<file path="src/rtl/uas_pkg.sv">
package uas_pkg;

   typedef enum logic {
      LINE_AVAIL   = 1'b0,
      LINE_UNAVAIL = 1'b1
   } line_state_e;

   localparam int NUM_PERF = 2;
   localparam int IDX_ES   = 0;
   localparam int IDX_SES  = 1;

   function automatic line_state_e other_state(input line_state_e s);
      return (s == LINE_AVAIL) ? LINE_UNAVAIL : LINE_AVAIL;
   endfunction

endpackage

</file>
<file path="src/rtl/uas_run_tracker.sv">
module uas_run_tracker #(
   parameter int RUN_LEN = 10,
   localparam int RUN_W  = $clog2(RUN_LEN + 1)
) (
   input  logic             clk,
   input  logic             rst_n,
   input  logic             step,
   input  logic             qualify,
   output logic [RUN_W-1:0] run_cnt,
   output logic             run_done
);
   localparam logic [RUN_W-1:0] LAST = RUN_W'(RUN_LEN - 1);

   logic [RUN_W-1:0] cnt_q;

   assign run_done = step && qualify && (cnt_q == LAST);
   assign run_cnt  = cnt_q;

   always_ff @(posedge clk) begin
      if (!rst_n) begin
         cnt_q <= '0;
      end else if (step) begin
         if (!qualify || run_done) cnt_q <= '0;
         else                      cnt_q <= cnt_q + 1'b1;
      end
   end
endmodule

</file>
<file path="src/rtl/uas_state_ctrl.sv">
module uas_state_ctrl
   import uas_pkg::*;
(
   input  logic        clk,
   input  logic        rst_n,
   input  logic        flip,
   output line_state_e state,
   output logic        chg_pulse
);
   line_state_e state_q;
   logic        chg_q;

   always_ff @(posedge clk) begin
      if (!rst_n) begin
         state_q <= LINE_AVAIL;
         chg_q   <= 1'b0;
      end else begin
         chg_q <= flip;
         if (flip) state_q <= other_state(state_q);
      end
   end

   assign state     = state_q;
   assign chg_pulse = chg_q;
endmodule

</file>
<file path="src/rtl/uas_sat_counter.sv">
module uas_sat_counter #(
   parameter int W = 16
) (
   input  logic         clk,
   input  logic         rst_n,
   input  logic         clr,
   input  logic         inc,
   output logic [W-1:0] count
);
   localparam logic [W-1:0] TOP = {W{1'b1}};

   logic [W-1:0] cnt_q;

   always_ff @(posedge clk) begin
      if (!rst_n)                     cnt_q <= '0;
      else if (clr)                   cnt_q <= '0;
      else if (inc && (cnt_q != TOP)) cnt_q <= cnt_q + 1'b1;
   end

   assign count = cnt_q;
endmodule

</file>
<file path="src/rtl/uas_monitor.sv">
module uas_monitor
   import uas_pkg::*;
#(
   parameter int RUN_LEN        = 10,
   parameter int CNT_W          = 16,
   parameter bit SEV_IS_ERRORED = 1'b1
) (
   input  logic             clk,
   input  logic             rst_n,
   input  logic             sec_tick,
   input  logic             sec_err,
   input  logic             sec_sev,
   input  logic             clr_cnt,
   output logic             unavail,
   output logic             state_chg,
   output logic [CNT_W-1:0] es_count,
   output logic [CNT_W-1:0] ses_count
);
   localparam int RUN_W = $clog2(RUN_LEN + 1);

   if (RUN_LEN < 2) begin : g_bad_run
      $error("uas_monitor: RUN_LEN must be at least 2");
   end
   if (CNT_W < 2 || CNT_W > 32) begin : g_bad_cnt
      $error("uas_monitor: CNT_W must be in 2..32");
   end

   line_state_e      state;
   logic             qualify;
   logic             run_done;
   logic [RUN_W-1:0] run_cnt;
   logic             err_any;
   logic             avail;
   logic [NUM_PERF-1:0] inc_vec;
   logic [CNT_W-1:0]    cnt_arr [NUM_PERF];

   assign avail = (state == LINE_AVAIL);

   // entry wants severe seconds; exit wants errored-but-not-severe seconds
   always_comb begin
      if (avail) qualify = sec_sev;
      else       qualify = sec_err && !sec_sev;
   end

   if (SEV_IS_ERRORED) begin : g_sev_err
      assign err_any = sec_err || sec_sev;
   end else begin : g_err_only
      assign err_any = sec_err;
   end

   assign inc_vec[IDX_ES]  = sec_tick && avail && err_any;
   assign inc_vec[IDX_SES] = sec_tick && avail && sec_sev;

   uas_run_tracker #(.RUN_LEN(RUN_LEN)) u_run (
      .clk      (clk),
      .rst_n    (rst_n),
      .step     (sec_tick),
      .qualify  (qualify),
      .run_cnt  (run_cnt),
      .run_done (run_done)
   );

   uas_state_ctrl u_state (
      .clk       (clk),
      .rst_n     (rst_n),
      .flip      (run_done),
      .state     (state),
      .chg_pulse (state_chg)
   );

   for (genvar g = 0; g < NUM_PERF; g++) begin : g_perf
      uas_sat_counter #(.W(CNT_W)) u_cnt (
         .clk   (clk),
         .rst_n (rst_n),
         .clr   (clr_cnt),
         .inc   (inc_vec[g]),
         .count (cnt_arr[g])
      );
   end

   assign unavail   = !avail;
   assign es_count  = cnt_arr[IDX_ES];
   assign ses_count = cnt_arr[IDX_SES];
endmodule

</file>
<file path="config.mk">
export PLATFORM = sky130hd
export DESIGN_NAME = uas_monitor
export DESIGN_NICKNAME = d
export VERILOG_FILES = /design/src/rtl/uas_pkg.sv /design/src/rtl/uas_run_tracker.sv /design/src/rtl/uas_state_ctrl.sv /design/src/rtl/uas_sat_counter.sv /design/src/rtl/uas_monitor.sv
export SDC_FILE = /design/constraint.sdc
export NUM_CORES = 1
export LEC_CHECK = 0
export BUFFER_PORTS_ARGS = -buffer_cell sky130_fd_sc_hd__buf_2
export CORE_MARGIN = 5
export CORE_UTILIZATION = 51
export CTS_BUF_LIST = sky130_fd_sc_hd__clkbuf_8
export DETAILED_ROUTE_END_ITERATION = 7
export GPL_TIMING_DRIVEN = 1
export PLACE_DENSITY = 0.89
export SETUP_SLACK_MARGIN = 0.5
export SLEW_MARGIN = 20
export SYNTH_ARGS = -nofsm -noshare
export SYNTH_HDL_FRONTEND = slang
export SYNTH_SLANG_ARGS = --single-unit
</file>
<file path="constraint.sdc">
create_clock -name clk -period 1.9 [get_ports clk]
set_input_delay 0.285 -clock clk [delete_from_list [all_inputs] [get_ports clk]]
set_output_delay 0.285 -clock clk [all_outputs]
set_load 0.02 [all_outputs]
</file>
==> results by group, run 1 <==
STA
  • Setup clock skew after layout: between 0.004 and 0.005 ns
  • Final Setup Violations: 0
  • Post-route fraction of the period consumed by the critical path: 92.0%
  • Total negative slack for setup checks: 0 ns
  • Worst Tran Pin Value: ~0.44 ns
  • Unrepaired setup endpoints after global routing: true
  • Shortest period the worst path allows: around 1.7 ns
  • Slew headroom: between 70% and 80%
  • Slew Limit Fails: 0
  • Max Fclk: approximately 570 MHz
  • Final number of hold-violating endpoints: 0

Worst setup path
  • Critical Path Fanout Max: 3
  • Worst Path Arrival: roughly 2.0 ns
  • CP max stage delay: 0.51 ns
  • Critical Path, Cell by Cell: buf_4 > buf_6 > and4_4 > nand3b_1 > or4_1 > a21oi_2
  • Required arrival time at the worst endpoint: 2.13 ns
  • Slowest stage cell, crit path: sky130_fd_sc_hd__or4_1
  • CP startpoint kind: flip-flop
  • Path type of the worst setup path: flip-flop to flip-flop
  • Setup crit end kind: flip-flop
  • Worst reg2reg setup slack: 0.15 ns

Final layout
  • Syn-to-layout area delta: 68.9%
  • Fill cell total of the finished layout: roughly 170
  • Total number of nets in the final design: 353
  • Final core area utilization: 87.0%
  • Antenna cells: 0
  • Ratio of cells with drive above 1 in the final layout: between 60% and 70%
  • Number of standard cells in the layout, taps in and fillers out: ~390

Yosys
  • Net count after synthesis: around 250
  • Total of flip-flops plus latches after synthesis: 38
  • Count of different cell masters after synthesis: 48
  • Number of enable-type register cells in the synthesized netlist: 0
  • Number of instances in the synthesized netlist: roughly 240
  • Avg Synthesized Cell Area: ~8.3 um^2
  • Primary FF master, synth: sky130_fd_sc_hd__dfxtp_1
  • Portion of the post-synthesis area used by sequential elements: around 37%
  • Post-synthesis instance area: ~2000 um^2
  • Yosys Warn Count: 0
  • Share of async-settable or async-resettable flops after synthesis: 0%

Floorplan
  • Horizontal die dimension: 73.1 um
  • Height of the die: 73.1 um
  • Starting density of the core: between 50% and 60%
  • Core Box Area: between 3000 and 4000 um^2
  • Standard-cell row count: 23
  • Die area: approximately 5300 um^2
  • Number of I/O pins: 40

Detailed routing
  • Wire length on met2: about 4500 um
  • Per-cell routed wire length: 24.0 um
  • Routed Wire Length: about 9400 um
  • Via count of the routed design: approximately 2.8k
  • Post-route DRC: 0
  • Initial DRC Count: 357
  • Met3 wirelength from detailed routing: 941 um
  • Highest routed layer: met4
  • Via-to-Cell Ratio: around 7.1
  • Count of antenna-violating nets left after detailed routing: 0
  • Drt first pass iters: 5
  • Wire length on met1: between 3000 and 4000 um

GRT
  • Number of antenna violations at the first check in global routing: 0
  • Gr usage total: between 20% and 30%
  • Global-route wire length before repair: roughly 11,000 um
  • Pin count of the biggest net entering global routing: 15
  • Via count of the first global-routing pass: 2,332
  • Grt ovf: 0

Placed design
  • Placed cell count: 337
  • Routability-driven placement congestion ratio: ~0.86
  • HPWL after detailed placement: around 3700 um
  • Quantity of I/O buffers inserted on ports: 39

Power
  • Total leakage power: 1.41 nW
  • Maximum vdd ir drop: roughly 0.52 mV
  • Overall power consumption: 1.54 mW
  • Power per standard cell area: 450 nW/um^2

Clocking
  • Maximum root-to-sink buffer count: 2
  • Clock latency at the later pin of the worst-skew pair: 0.30 ns
  • H-Tree Depth: 2
  • Total clock buffers created by CTS: 5
  • Hold-fix buffer count after cts: 0
  • Sinks on the clock net: 38
  • TritonCTS clock tree: done
  • Clock transition at the registers of the reported paths: roughly 0.080 ns
  • Clock root buffer master: sky130_fd_sc_hd__clkbuf_8

Flow run
  • Max-cap check violation count: 0

Min path
  • Hold Path Class: input pin to flip-flop

Outcome
  • Result of the run: complete, no violations
==> state kept, by name, indices dropped and copies added (netlist names) <==
register	flops
u_run.run_cnt	4
u_state.state	1
u_state.chg_pulse	1
g_perf.u_cnt.count	32
==> per-stage QoR <==
| stage | worst slack (ns) | cell area, um^2 | hold WS (ns) |
|---|---|---|---|
| floorplan | 0.0956 | 2220 | 0.401 |
| global placement | 0.121 | 2510 | 0.457 |
| detailed placement | 0.100 | 2510 | 0.464 |
| CTS | 0.218 | 2930 | 0.247 |
| global route | 0.0980 | 3430 | 0.297 |
| finish | 0.152 | 3430 | 0.270 |
==> Yosys cell counts, types with 2 or more instances <==
master | count | area (um^2)
sky130_fd_sc_hd__dfxtp_1 | 38 | 761
sky130_fd_sc_hd__nand2_1 | 29 | 109
sky130_fd_sc_hd__a21oi_1 | 16 | 80.1
sky130_fd_sc_hd__nor2_1 | 12 | 45.0
sky130_fd_sc_hd__nand4_1 | 11 | 68.8
sky130_fd_sc_hd__or4_1 | 10 | 75.1
sky130_fd_sc_hd__clkbuf_1 | 9 | 33.8
sky130_fd_sc_hd__nand3_1 | 9 | 45.0
sky130_fd_sc_hd__nor3_1 | 9 | 45.0
sky130_fd_sc_hd__o31ai_1 | 9 | 67.6
sky130_fd_sc_hd__or3_1 | 8 | 50.1
sky130_fd_sc_hd__o21ai_0 | 7 | 35.0
sky130_fd_sc_hd__inv_1 | 6 | 22.5
sky130_fd_sc_hd__nand2b_1 | 6 | 37.5
sky130_fd_sc_hd__nor4_1 | 5 | 31.3
sky130_fd_sc_hd__o311ai_0 | 5 | 43.8
sky130_fd_sc_hd__ha_1 | 4 | 50.1
sky130_fd_sc_hd__mux2i_1 | 4 | 40.0
sky130_fd_sc_hd__and4_1 | 3 | 26.3
sky130_fd_sc_hd__nand3b_1 | 3 | 22.5
sky130_fd_sc_hd__nor2b_1 | 3 | 18.8
sky130_fd_sc_hd__o211ai_1 | 3 | 22.5
sky130_fd_sc_hd__o41ai_1 | 3 | 26.3
sky130_fd_sc_hd__a211oi_1 | 2 | 15.0
sky130_fd_sc_hd__a2bb2oi_1 | 2 | 17.5
sky130_fd_sc_hd__a311oi_1 | 2 | 17.5
sky130_fd_sc_hd__a31oi_1 | 2 | 12.5
sky130_fd_sc_hd__nor4b_1 | 2 | 17.5
sky130_fd_sc_hd__o2111a_1 | 2 | 22.5
sky130_fd_sc_hd__xor2_1 | 2 | 17.5
==> kinds of logic (layout without fill, tap and decap cells) <==
family | count (synthesis) | count (layout) | synth area share [%]
buffers and inverters | 18 | 118 | 3.58
DFF | 38 | 38 | 37.5
and+or+nand+nor | 119 | 119 | 33.4
AOI/OAI and AO/OA | 58 | 58 | 19.9
muxes | 4 | 4 | 1.97
xor gates and xnor gates | 3 | 3 | 1.29
adders and majority gates | 4 | 4 | 2.47
==> per-layer routing <==
layer / up-vias / track usage (%)
li1: 1136 / -
met1: 1335 / 29.7
met2: 249 / 42.8
met3: 65 / 5.10
met4: 0 / 13.3
met5: - / 0
==> where the power goes <==
group | internal (mW) | switching (mW)
clock network | 0.288 | 0.312
logic | 0.0597 | 0.0858
registers | 0.786 | 0.0105
==> placed cells by master (no fill, tap or decap), drive strengths merged, types with 3 or more instances in the layout <==
master	instances
and4	3
nand3b	3
o311ai	5
o31ai	9
dfxtp	38
nand4	11
clkbuf	6
mux2i	4
nand2	29
ha	4
a21oi	16
nor2b	3
nor3	9
buf	104
nor4	6
or4	10
o41ai	3
inv	7
nor2	12
nand2b	7
o21ai	7
or3	8
nand3	10
o211ai	3
==> repair_timing <==
action                                  CTS  global route
setup buffers                            27            21
pin swaps                                20            24
endpoints found under the setup margin   34            34
cloned                                    1             0
resized for setup                        25            64
==> path summary, 6_finish.rpt <==
path,end,startpoint,cells after the start
max reg2reg,g_perf[1].u_cnt.count[9],g_perf[1].u_cnt.count[0],6
min,u_state.state,rst_n,2
min reg2reg,g_perf[1].u_cnt.count[15],g_perf[1].u_cnt.count[15],2
max,g_perf[1].u_cnt.count[9],g_perf[1].u_cnt.count[0],6
==> critical path, delay by kind of cell (launching register included) <==
kind	cells	cell delay [ns]
compound gates	1	0.17
buf+inv	2	0.21
flops	1	0.37
simple gates	3	0.92
==> layout make-up <==
class | count | area [um^2] | area share [%]
Clock buffer | 6 | 82.6 | 2.41
Clock inverter | 2 | 8.76 | 0.255
Inverter | 6 | 22.5 | 0.657
Multi-Input combinational cell | 188 | 1650 | 48.2
Sequential cell | 38 | 838 | 24.5
Tap cell | 50 | 62.6 | 1.82
Timing Repair Buffer | 104 | 759 | 22.2
(Power assumes the default switching activity.)
==> inputs of run 2 (changes only) <==
--- a/config.mk
+++ b/config.mk
@@ -12,6 +12,7 @@
 export DETAILED_ROUTE_END_ITERATION = 7
 export GPL_TIMING_DRIVEN = 1
 export PLACE_DENSITY = 0.89
+export RECOVER_POWER = 25
 export SETUP_SLACK_MARGIN = 0.5
 export SLEW_MARGIN = 20
 export SYNTH_ARGS = -nofsm -noshare
==> run 2 against run 1 <==
  * Count of clock-buffer cells in the layout unchanged
  * Maximum frequency hardly changed
  * Global-route usage unchanged
  * Core utilization decreased by 0.57 points
  * Via count up 0.29%
  * Clock power hardly changed
==> results by group, run 2 (synthesis results as in run 1) <==
Outcome
  • Result of the run: complete, no violations

Clocking
  • Clock latency at the later pin of the worst-skew pair: 0.30 ns (about the same)
  • Clock root buffer master: sky130_fd_sc_hd__clkbuf_8
  • Maximum root-to-sink buffer count: 2 (unchanged)
  • H-Tree Depth: 2 (unchanged)
  • Total clock buffers created by CTS: 5 (unchanged)
  • Clock transition at the registers of the reported paths: 0.08 ns (about the same)
  • Sinks on the clock net: 38 (unchanged)
  • TritonCTS clock tree: done

Placed design
  • Quantity of I/O buffers inserted on ports: 39 (unchanged)
  • Placed cell count: 337 (unchanged)
  • Routability-driven placement congestion ratio: 0.862 (unchanged)
  • HPWL after detailed placement: 3740 um (unchanged)

GRT
  • Grt ovf: 0 (unchanged)
  • Pin count of the biggest net entering global routing: 15 (unchanged)
  • Via count of the first global-routing pass: 2,332 (unchanged)
  • Global-route wire length before repair: 10,600 um (unchanged)
  • Met3 global-route usage: 5.10% (unchanged)
  • Gr usage total: 25.3% (unchanged)
  • Number of antenna violations at the first check in global routing: 0 (unchanged)
  • Met2 global-route usage: 42.8% (unchanged)
  • Met1 layer usage reported by global route: 29.7% (unchanged)
  • Global route hottest layer: met2

Detailed routing
  • Per-cell routed wire length: 23.9 um (about the same)
  • Via count of the routed design: 2,793 (+0.29%)
  • Drt first pass iters: 5 (unchanged)
  • Via-to-Cell Ratio: 7.09 (+0.29%)
  • Routed Wire Length: 9430 um (about the same)
  • Count of antenna-violating nets left after detailed routing: 0 (unchanged)
  • Initial DRC Count: 368 (+3.1%)
  • Post-route DRC: 0 (unchanged)

Final layout
  • Syn-to-layout area delta: 67.8%
  • Largest register FFs: 32 (unchanged)
  • Most frequent cells in the layout: sky130_fd_sc_hd__buf_4, sky130_fd_sc_hd__nand2_1, sky130_fd_sc_hd__buf_2
  • Fill cell total of the finished layout: 179 (+7.2%)
  • Commonest non-fill, non-tap cell in the layout: sky130_fd_sc_hd__buf_4
  • Total number of nets in the final design: 353 (unchanged)
  • Final core area utilization: 86.4% (-0.57 points)
  • Antenna cells: 0 (unchanged)
  • Number of standard cells in the layout, taps in and fillers out: 394 (unchanged)
  • Ratio of cells with drive above 1 in the final layout: 56.4% (-5.2 points)

STA
  • Shortest period the worst path allows: 1.75 ns (+0.000401 ns)
  • Worst Tran Pin Value: 0.434 ns (-0.00160 ns)
  • Setup clock skew after layout: 0.00308 ns (-0.00149 ns)
  • Unrepaired setup endpoints after global routing: true
  • Post-route fraction of the period consumed by the critical path: 92.0% (about the same)
  • Slew Limit Fails: 0 (unchanged)
  • Final number of hold-violating endpoints: 0 (unchanged)
  • Total negative slack for setup checks: 0 ns (unchanged)
  • Final Setup Violations: 0 (unchanged)
  • Slew headroom: 70.8% (+0.11 points)
  • Max Fclk: 572 MHz (about the same)

Floorplan
  • Number of I/O pins: 40 (unchanged)
  • Core Box Area: 3940 um^2 (unchanged)
  • Standard-cell row count: 23 (unchanged)
  • Horizontal die dimension: 73.1 um (unchanged)
  • Starting density of the core: 51.5% (unchanged)
  • Height of the die: 73.1 um (unchanged)
  • Die area: 5340 um^2 (unchanged)

Worst setup path
  • Setup crit end kind: flip-flop
  • Worst Path Arrival: 1.98 ns (about the same)
  • Slowest stage cell, crit path: sky130_fd_sc_hd__or4_1
  • CP startpoint kind: flip-flop
  • Path type of the worst setup path: flip-flop to flip-flop
  • CP max stage delay: 0.50 ns (about the same)
  • Critical Path, Cell by Cell: buf_4 > buf_6 > and4_4 > nand3b_1 > or4_1 > a21oi_2
  • Required arrival time at the worst endpoint: 2.14 ns (about the same)
  • Critical Path Fanout Max: 3 (unchanged)

Flow run
  • Max-cap check violation count: 0 (unchanged)

Power
  • Overall power consumption: 1.54 mW (about the same)
  • Total leakage power: 1.35 nW (-4.0%)
  • Maximum vdd ir drop: 0.519 mV (-0.38%)
  • Power per standard cell area: 453 nW/um^2 (+0.66%)

Min path
  • Hold Path Class: input pin to flip-flop
run 2: cell count changes in the layout (fill, tap and decap cells not counted):
cell,change
sky130_fd_sc_hd__buf_2,-12
sky130_fd_sc_hd__clkbuf_1,+12
sky130_fd_sc_hd__dfxtp_1,+6
sky130_fd_sc_hd__dfxtp_2,-6
run 2: timing repair:
action                                  4_1_cts  5_1_grt
endpoints found under the setup margin       34       34
gates resized for setup                      25       64
pin swaps                                    20       24
hold buffers                                  0        0
cloned                                        1        0
setup buffers                                27       21
run 2: where the power goes:
group	leakage [nW]	internal (mW)	total, mW	switching (mW)
Sequential	0.325	0.786	0.796	0.0107
Combinational	0.976	0.0599	0.146	0.0859
Clock	0.0524	0.288	0.599	0.311
Total	1.35	1.13	1.54	0.408
run 2: critical path: cells and delay by family, from the launching register on:
kind            cells  cell delay, ns
compound gates      1            0.17
buf+inv             2            0.22
simple gates        3            0.92
flops               1            0.37
run 2: final cells by class:
class | instances | area [um^2] | area share, %
Clock buffer | 6 | 82.6 | 2.42
Clock inverter | 2 | 8.76 | 0.257
Inverter | 6 | 22.5 | 0.661
Multi-Input combinational cell | 188 | 1650 | 48.6
Sequential cell | 38 | 831 | 24.4
Tap cell | 50 | 62.6 | 1.84
Timing Repair Buffer | 104 | 744 | 21.9
run 2: routing by layer:
metal  up-vias  routed length [um]
met5         -                   0
met4         0                 592
met3        83                 898
met2       229                4440
met1      1338                3500
li1       1143                   -
run 2: stage by stage:
stage | cell area [um^2] | worst slack (ns) | hold WS, ns
after global routing | 3410 | 0.103 | 0.297
after detailed placement | 2510 | 0.100 | 0.464
after floorplan | 2220 | 0.0956 | 0.401
after global placement | 2510 | 0.121 | 0.457
final | 3410 | 0.151 | 0.273
after CTS | 2930 | 0.218 | 0.247
run 2: worst paths after layout:
check,from,endpoint,slack [ns],cells past startpoint
worst max register to register,g_perf[1].u_cnt.count[0],g_perf[1].u_cnt.count[9],0.15,6
worst min-delay path,rst_n,u_state.state,0.27,2
worst min register to register,g_perf[1].u_cnt.count[7],g_perf[1].u_cnt.count[7],0.51,2
worst max-delay path,g_perf[1].u_cnt.count[0],g_perf[1].u_cnt.count[9],0.15,6
